`src/rtl/lsu_align_pkg.sv`:
```
package lsu_align_pkg;
  localparam int BYTE_W = 8;
  localparam int LANES  = 4;
  localparam int DATA_W = BYTE_W * LANES;
  localparam int HALF_W = 2 * BYTE_W;
  localparam int OFF_W  = $clog2(LANES);

  typedef enum logic [1:0] {
    SZ_BYTE = 2'b00,
    SZ_HALF = 2'b01,
    SZ_WORD = 2'b10,
    SZ_RSVD = 2'b11
  } accSize_e;

  // Strobes from control to datapath
  typedef struct packed {
    logic              misaligned;
    logic [LANES-1:0]  laneEn;
    logic [LANES-1:0]  wrEn;
    logic              signExt;
    accSize_e          size;
    logic [OFF_W-1:0]  offset;
  } ctlStrobe_t;
endpackage

```
`src/rtl/lsu_align_ctrl.sv`:
```
module lsu_align_ctrl
  import lsu_align_pkg::*;
(
  input  logic [OFF_W-1:0] offset,
  input  accSize_e         size,
  input  logic             loadUnsigned,
  input  logic             isStore,
  output ctlStrobe_t       ctl
);
  logic [OFF_W-1:0] topLane;
  logic             aligned;
  logic [LANES-1:0] laneEn;

  // Big-endian: offset 0 is the highest lane
  assign topLane = OFF_W'(LANES - 1) - offset;

  always_comb begin
    aligned = 1'b0;
    laneEn  = '0;
    case (size)
      SZ_BYTE: begin
        aligned = 1'b1;
        laneEn  = LANES'(1) << topLane;
      end
      SZ_HALF: begin
        aligned = ~offset[0];
        if (aligned) laneEn = LANES'(3) << (topLane - OFF_W'(1));
      end
      SZ_WORD: begin
        aligned = (offset == '0);
        if (aligned) laneEn = '1;
      end
      default: aligned = 1'b0;
    endcase
  end

  assign ctl.misaligned = ~aligned;
  assign ctl.laneEn     = laneEn;
  assign ctl.wrEn       = laneEn & {LANES{isStore & aligned}};
  assign ctl.signExt    = ~loadUnsigned;
  assign ctl.size       = size;
  assign ctl.offset     = offset;

  always_comb begin
    if (size == SZ_BYTE)
      a_r8_byte_always_aligned: assert (!ctl.misaligned);
    if (!isStore)
      a_r10_load_no_write: assert (ctl.wrEn == '0);
    if (!ctl.misaligned && size == SZ_HALF)
      a_r6_half_two_lanes: assert ($countones(ctl.laneEn) == 2);
    if (!ctl.misaligned && size == SZ_BYTE)
      a_r2_byte_one_lane: assert ($countones(ctl.laneEn) == 1);
  end
endmodule

```
`src/rtl/lsu_align_dpath.sv`:
```
module lsu_align_dpath
  import lsu_align_pkg::*;
(
  input  ctlStrobe_t         ctl,
  input  logic [DATA_W-1:0]  storeData,
  input  logic [DATA_W-1:0]  memRdata,
  output logic [LANES-1:0]   byteWe,
  output logic [DATA_W-1:0]  memWdata,
  output logic [DATA_W-1:0]  loadResult
);
  localparam int EXT_B = DATA_W - BYTE_W;
  localparam int EXT_H = DATA_W - HALF_W;

  logic [OFF_W-1:0]  topLane;
  logic [BYTE_W-1:0] byteVal;
  logic [HALF_W-1:0] halfVal;

  assign topLane = OFF_W'(LANES - 1) - ctl.offset;

  // Field extraction from the read word
  always_comb begin
    byteVal = '0;
    halfVal = '0;
    for (int i = 0; i < LANES; i++)
      if (OFF_W'(i) == topLane) byteVal = memRdata[BYTE_W*i +: BYTE_W];
    for (int i = 0; i < LANES/2; i++)
      if (OFF_W'(2*i + 1) == topLane) halfVal = memRdata[HALF_W*i +: HALF_W];
  end

  always_comb begin
    loadResult = '0;
    if (!ctl.misaligned) begin
      case (ctl.size)
        SZ_BYTE: loadResult = {{EXT_B{ctl.signExt & byteVal[BYTE_W-1]}}, byteVal};
        SZ_HALF: loadResult = {{EXT_H{ctl.signExt & halfVal[HALF_W-1]}}, halfVal};
        SZ_WORD: loadResult = memRdata;
        default: loadResult = '0;
      endcase
    end
  end

  // Store lane steering
  for (genvar g = 0; g < LANES; g++) begin : g_lane
    logic [BYTE_W-1:0] laneData;
    always_comb begin
      laneData = '0;
      if (ctl.wrEn[g]) begin
        case (ctl.size)
          SZ_BYTE: laneData = storeData[BYTE_W-1:0];
          SZ_HALF: laneData = (OFF_W'(g) == topLane) ? storeData[HALF_W-1:BYTE_W]
                                                     : storeData[BYTE_W-1:0];
          SZ_WORD: laneData = storeData[BYTE_W*g +: BYTE_W];
          default: laneData = '0;
        endcase
      end
    end
    assign memWdata[BYTE_W*g +: BYTE_W] = laneData;
  end

  assign byteWe = ctl.wrEn;

  always_comb begin
    if (ctl.misaligned)
      a_r9_quiet_on_misalign: assert (loadResult == '0 && memWdata == '0);
    if (!ctl.misaligned && ctl.size == SZ_BYTE && !ctl.signExt)
      a_r4_byte_zero_ext: assert (loadResult[DATA_W-1:BYTE_W] == '0);
    if (!ctl.misaligned && ctl.size == SZ_HALF && !ctl.signExt)
      a_r4_half_zero_ext: assert (loadResult[DATA_W-1:HALF_W] == '0);
  end
endmodule

```
`src/rtl/lsu_align_top.sv`:
```
module lsu_align_top
  import lsu_align_pkg::*;
#(
  parameter int ADDR_W = 32
) (
  input  logic [ADDR_W-1:0] effAddr,
  input  logic [1:0]        accSize,
  input  logic              loadUnsigned,
  input  logic              isStore,
  input  logic [DATA_W-1:0] storeData,
  input  logic [DATA_W-1:0] memRdata,
  output logic [ADDR_W-1:0] memAddr,
  output logic [LANES-1:0]  byteWe,
  output logic [DATA_W-1:0] memWdata,
  output logic [DATA_W-1:0] loadResult,
  output logic              misaligned
);
  ctlStrobe_t ctl;

  lsu_align_ctrl ctrl_i (
    .offset       (effAddr[OFF_W-1:0]),
    .size         (accSize_e'(accSize)),
    .loadUnsigned (loadUnsigned),
    .isStore      (isStore),
    .ctl          (ctl)
  );

  lsu_align_dpath dpath_i (
    .ctl        (ctl),
    .storeData  (storeData),
    .memRdata   (memRdata),
    .byteWe     (byteWe),
    .memWdata   (memWdata),
    .loadResult (loadResult)
  );

  assign memAddr    = {effAddr[ADDR_W-1:OFF_W], {OFF_W{1'b0}}};
  assign misaligned = ctl.misaligned;

  always_comb begin
    if (misaligned)
      a_r9_no_enable_on_misalign: assert (byteWe == '0);
    if (byteWe == '1)
      a_r7_word_passthrough: assert (memWdata == storeData);
    if (accSize == 2'b11)
      a_r11_reserved_flagged: assert (misaligned && byteWe == '0);
  end
endmodule

```
`config.mk`:
```
export PLATFORM = sky130hd
export DESIGN_NAME = lsu_align_top
export DESIGN_NICKNAME = d
export VERILOG_FILES = /design/src/rtl/lsu_align_pkg.sv /design/src/rtl/lsu_align_ctrl.sv /design/src/rtl/lsu_align_dpath.sv /design/src/rtl/lsu_align_top.sv
export SDC_FILE = /design/constraint.sdc
export NUM_CORES = 1
export LEC_CHECK = 0
export BUFFER_PORTS_ARGS = -buffer_cell sky130_fd_sc_hd__buf_2
export CAP_MARGIN = 0
export CORE_ASPECT_RATIO = 0.7
export CORE_MARGIN = 2
export CORE_UTILIZATION = 45
export DETAILED_ROUTE_END_ITERATION = 8
export PLACE_DENSITY = 0.9
export SLEW_MARGIN = 10
export SYNTH_ARGS = -nofsm -noshare
export SYNTH_HDL_FRONTEND = slang
export SYNTH_SLANG_ARGS = --single-unit
```
`constraint.sdc`:
```
create_clock -name vclk -period 4.4
set_clock_uncertainty 0.15 [all_clocks]
set_input_delay 0.44 -clock vclk [all_inputs]
set_output_delay 0.44 -clock vclk [all_outputs]
set_load 0.02 [all_outputs]
```
======== Yosys cells after proc, flatten, opt, wreduce, memory -nomap -nowiden ========
Cells that the tools add are included.
word-level totals
  bits in latches ......................... 0
  memories kept ........................... 0
  bits of input ports ..................... 100
  register bits ........................... 0
  output and inout bits ................... 101
  RAM bits ................................ 0
  memory bits (read-only) ................. 0
operators by class
  reductions and logical operators ........ 4
  shifts and indexed selects .............. 2
  equal/unequal tests ..................... 5
  order comparisons ....................... 0
  bitwise logic cells ..................... 7
  muxes and demuxes ....................... 24
  $add $sub $neg .......................... 2
  divide/modulo/power cells ............... 0
  multiply operators ...................... 0
operators by type and width
  operator                                                               number
  8-bit two-way mux                                                      12
  32-bit case mux with 3 select lines                                    1
  8-bit case mux with 3 select lines                                     3
  16-bit two-way mux                                                     2
  32-bit two-way mux                                                     1
  8-bit case mux with 2 select lines                                     1
  4-bit case mux with 3 select lines                                     1
  4-bit two-way mux                                                      2
  2-bit logical NOT                                                      3
  4-bit AND                                                              1
  2-bit equality test, first input constant                              2
  1-bit by 2-bit left shift with 4-bit output, first input constant      1
  2-bit by 2-bit left shift with 4-bit output, first input constant      1
  1-bit AND                                                              3
  1-bit inverter                                                         3
  1-bit case mux with 3 select lines                                     1
  1-bit by 2-bit equality test with 1-bit output, first input constant   1
  2-bit by 1-bit equality test with 1-bit output, second input constant  1
  2-bit equality test, second input constant                             1
  2-bit OR reduction                                                     1
  2-bit by 1-bit subtractor with 2-bit output, second input constant     1
  2-bit subtractor, first input constant                                 1

======== Depth between registers and ports, before layout ========
Gate-level depths: netlist of run 1.
  word-level depth ........................ 9
  gate-level depth with buffers ........... 6
  gate-level depth less buffers ........... 3

======== Cells and area by module ========
From an unflattened synthesis of run 1, not the netlist that was laid out.
unflattened totals
  cells, all modules ...................... 315
  area, all modules ....................... 2139.6 µm²
modules (own cells, without submodules)
  module           instances  seq. area each (µm²)  area an instance (µm²)  cells each
  lsu_align_dpath  1          0.0                   1686.6                  255
  lsu_align_top    1          0.0                   244.0                   33
  lsu_align_ctrl   1          0.0                   209.0                   27

======== Worst setup path before layout of run 1 ========
OpenSTA, ideal clock, no wires.
  path kind ............................... input -> output
  start point ............................. input accSize[0]
  end point ............................... output memWdata[16]
  arrival time ............................ 1856 ps
  data required time ...................... 3810 ps
  buffers on the path ..................... 3
  stages on the path ...................... 6
  path slack .............................. 1954 ps
  path through ............................ buf_2 > buf_4 > buf_2 > o21ai_0 > o311ai_2 > a211oi_1
between the ends
  cells in the longest elaborated chain, start to end .. 5
RTL lines
  item                                               RTL line                                     text
  start: declaration                                 lsu_align_top.sv:7                           input logic [1:0] accSize,
  2-bit equality test, or another cell as far along  lsu_align_ctrl.sv:20, lsu_align_dpath.sv:48
  1-bit case mux with 3 select lines                 lsu_align_ctrl.sv:20                         case (size)
  1-bit AND                                          lsu_align_ctrl.sv:39                         assign ctl.wrEn = laneEn & {LANES{isStore & aligned}};
  4-bit AND                                          lsu_align_ctrl.sv:39
  8-bit two-way mux (*)                              lsu_align_dpath.sv:47                        if (ctl.wrEn[g]) begin
  end: declaration                                   lsu_align_top.sv:14                          output logic [DATA_W-1:0] memWdata,
Mark *: on every way between the ends. The rest lies on a longest branch, timed or not.

======== Final worst setup path of run 1 ========
  start point ............................. input effAddr[1]
  end point ............................... output loadResult[23]
between the ends
  cells in the longest elaborated chain, start to end .. 9
RTL lines
  item                                 RTL line               text
  start: declaration                   lsu_align_top.sv:6     input logic [ADDR_W-1:0] effAddr,
  2-bit subtractor                     lsu_align_dpath.sv:18  assign topLane = OFF_W'(LANES - 1) - ctl.offset;
  2-bit logical NOT                    lsu_align_dpath.sv:25  if (OFF_W'(i) == topLane) byteVal = memRdata[BYTE_W*i +: BYTE_W];
  8-bit two-way mux (4 in series)      lsu_align_dpath.sv:25
  1-bit AND                            lsu_align_dpath.sv:34  SZ_BYTE: loadResult = {{EXT_B{ctl.signExt & byteVal[BYTE_W-1]}}, byteVal};
  32-bit case mux with 3 select lines  lsu_align_dpath.sv:33  case (ctl.size)
  32-bit two-way mux (*)               lsu_align_dpath.sv:32  if (!ctl.misaligned) begin
  end: declaration                     lsu_align_top.sv:15    output logic [DATA_W-1:0] loadResult,
Marks and branches as above.

==> results of run 1 <==
## cell type report
type                            count  area [um2]  area share [%]
Timing Repair Buffer              145       740.7           26.09
Inverter                           14       52.55           1.851
Tap cell                           72       90.09           3.173
Multi-Input combinational cell    253        1956           68.89
## cell families after synthesis
| logic type | after synthesis | share of synthesized area [%] |
|---|---|---|
| mux | 32 | 16.06 |
| other cells | 1 | 0.1533 |
| xor+xnor | 1 | 0.3581 |
| compound gates | 128 | 37.70 |
| simple gates | 90 | 25.42 |
| buf+inv | 86 | 20.31 |
## cell usage in the layout (no fill, tap or decap), types with 2 or more instances in the layout
master    synthesis  routed
nor2_1            2       2
a21o_1            8       8
a211oi_1         16      16
mux2i_1           7       7
a21oi_1          41      41
and2_1            7       7
nor3b_2           2       2
nand4_1           8       8
nand2_1          16      16
o21ai_0          17      17
a22oi_1           9       9
nand3b_1         11      11
o32ai_1           8       8
a221oi_1          7       7
a21bo_2           8       8
conb_1            1       2
mux2_2           16      16
nor4b_1           2       2
nor2b_1           3       2
inv_1            14      14
mux2_4            8       8
o211a_1           8       8
nor3_1            2       2
buf_4            36       6
nand2b_1         17      17
buf_2            13     139
nor4bb_1          8       8
or3b_1            2       2
and4b_1           8       8
## per-layer routing
layer,share of wire [%],global-route usage (%),up-vias
met2,45,40.63,182
met4,1.1,4.291,0
met3,10,4.014,12
met5,0,0,-
li1,-,-,1386
met1,44,36.87,1411
## through the flow
step / hold slack [ps] / worst slack [ps]
after global routing: 730.0 / 751.5
after global placement: 730.1 / 1159
after detailed placement: 730.1 / 1035
after floorplan: 842.6 / 1954
after CTS: 730.1 / 1035
final: 730.0 / 964.0
## power by group through the flow
stage | Sequential [uW] | Combinational (uW) | Clock [uW]
floorplan | 0 | 236 | 0
global placement | 0 | 276 | 0
CTS | 0 | 287 | 0
finish | 0 | 290 | 0
global route | 0 | 315 | 0
detailed placement | 0 | 286 | 0
## final timing paths
| kind | startpoint | end | cells past startpoint |
|---|---|---|---|
| max | effAddr[1] | loadResult[23] | 5 |
| min | effAddr[12] | memAddr[12] | 0 |
==> results.tsv, run 1 <==
stage	metric	value	unit
timing	rsz0062_at_grt	false	
cts	cts_setup_buffers	0	
layout	syn_to_final_growth	16.06	%
layout	fin_area	2839	um2
cts	cts_resized	0	
layout	seq_cell_count	0	
detailed_routing	dr_total_vias	2991	
global_routing	antenna_found_initial	0	
global_routing	grt_max_degree	47	
synthesis	ys_top_cells_by_area	buf_4, a21oi_1, mux2_2	
power_and_ir_drop	power_frac_clock	0	%
run	cap_violations	0	
detailed_routing	drc	0	
setup_path	cp.required	3810	ps
global_routing	grt_pass1_wl	13100	um
setup_path	crit_path_max_incr_delay	980	ps
global_routing	grt_pass1_vias	2659	
timing	slew_viol_final	0	
synthesis	ys_seq_area_share	0	%
floorplanning	io_pins	201	
floorplanning	core_area	5230	um2
power_and_ir_drop	p_sw	171.9	uW
synthesis	postSynthAreaPerCell	7.237	um2
layout	diodes	0	
synthesis	synth.distinct_cells	42	
synthesis	yosys-top-cells-count	a21oi_1, buf_4, clkbuf_1	
layout	nFillCells	521	
place	dp_hpwl	5974	um
setup_path	cp-start-kind	input pin	
detailed_routing	drt-total-wl	8131	um
layout	num-clock-buffers	0	
setup_path	worstSetupEndpointType	output port	
detailed_routing	vias_per_cell	6.180	
floorplanning	die_h	65.69	um
power_and_ir_drop	power	289.9	uW
synthesis	yosysMostFrequentCell	a21oi_1	
global_routing	grt-ovfl-total	0	
power_and_ir_drop	power_density	102.1	nW/um2
min_path	hp-class	in2out	
power_and_ir_drop	switching_share	59.31	%
setup_path	critPathTopFamily	compound AO/OA/AOI/OAI gates	
power_and_ir_drop	p_int	118.0	uW
setup_path	crit_fanout	43	
floorplanning	start_util	46.77	%
synthesis	yosysWarningCount	0	
timing	max_slew_margin	17.27	%
place	dpl_cell_area	2839	um2
timing	maxClockFrequency	291.0	MHz
place	dp_cells	484	
synthesis	synth_area_leader_cell	buf_4	
layout	seqCellArea	0	um2
timing	fin_tns_setup	0	ps
synthesis	yosysTopAreaCellShare	11.05	%
power_and_ir_drop	pwr-share-comb	100.0	%
place	io_buffer_count	139	
setup_path	crit_path_frequent_cell	buf_2	
global_routing	grt_usage	25.55	%
layout	fin_nets	514	
layout	final_cells	484	
timing	finalHoldViolations	0	
power_and_ir_drop	p_seq_share	0	%
synthesis	syn_area	2446	um2
floorplanning	die_w	92.12	um
timing	worst_slew_pin_slew	1241	ps
timing	period_minus_slack	3436	ps
layout	layout-drive-gt1-share	44.90	%
detailed_routing	drt-initial-drc-count	224	
floorplanning	dieArea	6051	um2
cts	holdBufCountCts	0	
place	routabilityCongestion	0.8713	
setup_path	crit_slowest_cell	a22oi_1	
floorplanning	num_rows	22	
detailed_routing	antenna_left	0	
setup_path	crit_type	in2out	
detailed_routing	wl_per_cell	16.80	um
setup_path	arrival	2850	ps
setup_path	worstPathBufferInverterCount	2	
synthesis	syn_inst	338	
power_and_ir_drop	leakage	0.001466	uW
timing	finalSetupViolCount	0	
setup_path	worstPathCellList	buf_2 -> mux2_2 -> a22oi_1 -> a21oi_1 -> buf_2	
layout	final_core_util	54.28	%
outcome	outcome	complete, no violations	
power_and_ir_drop	irDropWorstVdd	89.80	uV
detailed_routing	dr.pass1.iters	7	
timing	layout_worst_path_cycle_share	78.09	%
Power figures use the tool's default switching activity.
==> run 2, diff against run 1 <==
Settings changed: CORE_UTILIZATION 45 to 37, PLACE_DENSITY 0.9 to 0.79.
Clock period 4.4 ns to 2.78 ns, I/O delays scaled along.
==> results.tsv, run 2 (synthesis gave the netlist of run 1 again) <==
stage	metric	value	unit
outcome	outcome	complete, no violations	
global_routing	antenna_found_initial	0	
power_and_ir_drop	pwr-share-comb	100.0	%
global_routing	grt-ovfl-total	0	
layout	mostFrequentLayoutCells	buf_2, a21oi_1, o21ai_0, nand2b_1	
cts	cts_setup_buffers	0	
setup_path	worstSetupEndpointType	output port	
floorplanning	dieArea	7287	um2
setup_path	arrival	1980	ps
layout	mostFrequentLayoutCell	buf_2	
place	io_buffer_count	139	
cts	cts_resized	0	
global_routing	grt_pass1_vias	2626	
timing	finalHoldViolations	0	
cts	holdBufCountCts	0	
power_and_ir_drop	power_density	160.4	nW/um2
power_and_ir_drop	p_sw	271.7	uW
detailed_routing	dr.pass1.iters	5	
setup_path	worstPathBufferInverterCount	3	
timing	layout_worst_path_cycle_share	86.64	%
global_routing	grt_max_degree	49	
timing	fin_tns_setup	0	ps
timing	finalSetupViolCount	0	
layout	seqCellArea	0	um2
layout	diodes	0	
layout	num-clock-buffers	0	
floorplanning	core_area	6306	um2
setup_path	crit_slowest_cell	nor3b_2	
timing	worst_slew_pin_slew	740.0	ps
setup_path	worstPathCellList	buf_2 -> buf_4 -> nor3b_2 -> a22oi_1 -> a21oi_1 -> buf_2	
detailed_routing	drc	0	
floorplanning	num_rows	24	
setup_path	crit_path_max_incr_delay	550	ps
setup_path	critPathTopFamily	buffers and inverters	
setup_path	cp-start-kind	input pin	
setup_path	crit_fanout	22	
floorplanning	start_util	38.79	%
setup_path	cp.required	2350	ps
global_routing	grt_usage	20.27	%
layout	seq_cell_count	0	
power_and_ir_drop	irDropWorstVdd	62.37	uV
detailed_routing	dr_total_vias	2954	
layout	fin_nets	519	
layout	layout-drive-gt1-share	45.56	%
detailed_routing	vias_per_cell	5.968	
place	dpl_cell_area	2884	um2
floorplanning	die_h	72.03	um
power_and_ir_drop	p_int	191.0	uW
timing	period_minus_slack	2409	ps
run	cap_violations	0	
place	dp_hpwl	6226	um
setup_path	crit_type	in2out	
place	routabilityCongestion	0.8374	
detailed_routing	drt-initial-drc-count	154	
setup_path	crit_path_frequent_cell	buf_2	
power_and_ir_drop	leakage	0.001489	uW
min_path	hp-class	in2out	
detailed_routing	drt-total-wl	8349	um
layout	syn_to_final_growth	17.90	%
power_and_ir_drop	switching_share	58.72	%
timing	maxClockFrequency	415.2	MHz
timing	rsz0062_at_grt	false	
timing	max_slew_margin	50.59	%
power_and_ir_drop	p_seq_share	0	%
detailed_routing	wl_per_cell	16.87	um
floorplanning	die_w	101.2	um
detailed_routing	antenna_left	0	
global_routing	grt_pass1_wl	12610	um
layout	fin_area	2884	um2
floorplanning	io_pins	201	
power_and_ir_drop	power_frac_clock	0	%
timing	slew_viol_final	0	
-- run 2: cell types whose count changed in the layout (fill, tap and decap cells not counted) --
cell | previous run | this run
buf_4 | 6 | 11
-- run 2: through the flow --
stage | util [%] | std cells | hold slack (ps) | power, uW | setup WS [ps]
6_report | 45.73 | 495 | 406.0 | 462.6 | 371.3
5_1_grt | 45.73 | 495 | 406.0 | 499.7 | 181.7
4_1_cts | 45.73 | 495 | 406.1 | 459.9 | 355.9
3_5_place_dp | 45.73 | 495 | 406.1 | 458.0 | 351.5
3_3_place_gp | 45.73 | 495 | 406.1 | 444.5 | 417.0
2_1_floorplan | - | 339 | 518.6 | 373.3 | 657.8
-- run 2: power groups by stage --
| stage | Combinational [uW] | Sequential, uW | Clock, uW |
|---|---|---|---|
| 2_1_floorplan | 373 | 0 | 0 |
| 3_3_place_gp | 444 | 0 | 0 |
| 3_5_place_dp | 458 | 0 | 0 |
| 4_1_cts | 460 | 0 | 0 |
| 5_1_grt | 500 | 0 | 0 |
| 6_report | 463 | 0 | 0 |
-- run 2: area by class of cell --
type | instances | area [um2]
Tap cell | 78 | 97.59
Timing Repair Buffer | 150 | 778.2
Fill cell | 650 | 3422
Inverter | 14 | 52.55
Multi-Input combinational cell | 253 | 1956
-- run 2: worst paths after layout --
kind / startpoint / end / depth (start not counted)
setup / recovery: accSize[0] / loadResult[12] / 6
hold / removal: effAddr[3] / memAddr[3] / 0
-- run 2: routing by layer --
| metal | share of wire, % | up-vias | GRT usage [%] |
|---|---|---|---|
| met4 | 0.14 | 0 | 1.351 |
| met1 | 46 | 1392 | 29.30 |
| met2 | 45 | 156 | 32.74 |
| met3 | 8.9 | 4 | 3.854 |
| li1 | - | 1402 | - |
| met5 | 0 | - | 0 |
==> run 3, diff against run 2 <==
==> constraint.sdc (replaced) <==
create_clock -name vclk -period 2.78
set_clock_uncertainty 0.15 [all_clocks]
set_input_delay 0.417 -clock vclk [all_inputs]
set_output_delay 0.417 -clock vclk [all_outputs]
set_load 0.02 [all_outputs]
==> results.tsv, run 3 (synthesis gave the netlist of run 1 again) <==
stage	metric	value	unit
cts	holdBufCountCts	0	
cts	cts_resized	0	
detailed_routing	antenna_left	0	
timing	rsz0062_at_grt	false	
layout	mostFrequentLayoutCell	buf_2	
layout	syn_to_final_growth	19.95	%
power_and_ir_drop	power	468.5	uW
layout	mostFrequentLayoutCells	buf_2, a21oi_1, o21ai_0, nand2b_1	
run	cap_violations	0	
layout	num-clock-buffers	0	
power_and_ir_drop	power_density	159.7	nW/um2
floorplanning	die_h	72.03	um
setup_path	crit_path_frequent_cell	buf_2	
detailed_routing	vias_per_cell	5.862	
power_and_ir_drop	irDropWorstVdd	99.31	uV
detailed_routing	drc	0	
timing	finalSetupViolCount	0	
timing	layout_worst_path_cycle_share	93.83	%
global_routing	grt_usage	21.53	%
detailed_routing	wl_per_cell	17.03	um
setup_path	worstPathBufferInverterCount	2	
detailed_routing	dr.pass1.iters	4	
place	dp_hpwl	6343	um
setup_path	crit_fanout	15	
timing	fin_tns_setup	0	ps
layout	diodes	0	
detailed_routing	drt-total-wl	8517	um
setup_path	crit_type	in2out	
global_routing	grt_pass1_vias	2650	
layout	layout-drive-gt1-share	46.21	%
floorplanning	dieArea	7287	um2
detailed_routing	dr_total_vias	2931	
floorplanning	num_rows	24	
setup_path	cp.required	2210	ps
timing	maxClockFrequency	383.4	MHz
setup_path	crit_path_max_incr_delay	640	ps
global_routing	antenna_found_initial	0	
timing	slew_viol_final	0	
setup_path	arrival	2040	ps
setup_path	worstSetupEndpointType	output port	
setup_path	cp-start-kind	input pin	
place	dpl_cell_area	2934	um2
timing	finalHoldViolations	0	
timing	period_minus_slack	2608	ps
cts	cts_setup_buffers	0	
floorplanning	io_pins	201	
layout	seqCellArea	0	um2
global_routing	grt-ovfl-total	0	
power_and_ir_drop	leakage	0.001519	uW
outcome	outcome	complete, no violations	
place	io_buffer_count	139	
setup_path	worstPathCellList	buf_2 -> or3b_1 -> mux2_4 -> o211a_1 -> buf_2	
setup_path	critPathTopFamily	simple AND/OR/NAND/NOR gates	
global_routing	grt_max_degree	49	
setup_path	crit_slowest_cell	or3b_1	
layout	nFillCells	639	
timing	max_slew_margin	51.50	%
floorplanning	die_w	101.2	um
floorplanning	core_area	6306	um2
layout	fin_area	2934	um2
layout	fin_nets	524	
detailed_routing	drt-initial-drc-count	140	
min_path	hp-class	in2out	
place	routabilityCongestion	0.8083	
timing	worst_slew_pin_slew	726.3	ps
floorplanning	start_util	38.79	%
layout	seq_cell_count	0	
global_routing	grt_pass1_wl	13280	um
[run 3: power breakdown]
| group | internal, uW | total (uW) | switching [uW] |
|---|---|---|---|
| registers | 0 | 0 | 0 |
| logic | 196 | 468 | 272 |
| clock network | 0 | 0 | 0 |
| total | 196 | 468 | 272 |
[run 3: path summary, 6_finish.rpt]
path | cells after the start | endpoint | slack (ps) | startpoint
max | 5 | memWdata[27] | 170 | accSize[0]
min | 0 | memAddr[8] | 680 | effAddr[8]
[run 3: stage by stage]
stage,std cells,hold WS (ps),setup slack [ps],utilization (%)
after floorplan,339,796.6,379.8,-
after global placement,500,684.1,201.4,46.53
after detailed placement,500,684.1,172.3,46.53
after CTS,500,684.1,164.6,46.53
after global routing,500,684.0,46.65,46.53
final,500,684.0,171.5,46.53
[run 3: per-layer routing]
layer / up-vias / GRT usage, % / share of wire (%)
met5: - / 0 / 0
met4: 0 / 0.7508 / 0.20
met3: 4 / 3.565 / 9.1
met2: 147 / 33.92 / 45
met1: 1371 / 32.39 / 46
li1: 1409 / - / -
[run 3: final cells by class]
| cell class | count | area (um2) | share of cell area, % |
|---|---|---|---|
| multi-input cells | 253 | 1956 | 66.65 |
| repair buffers | 155 | 828.3 | 28.23 |
| inverters | 14 | 52.55 | 1.791 |
| well taps | 78 | 97.59 | 3.326 |
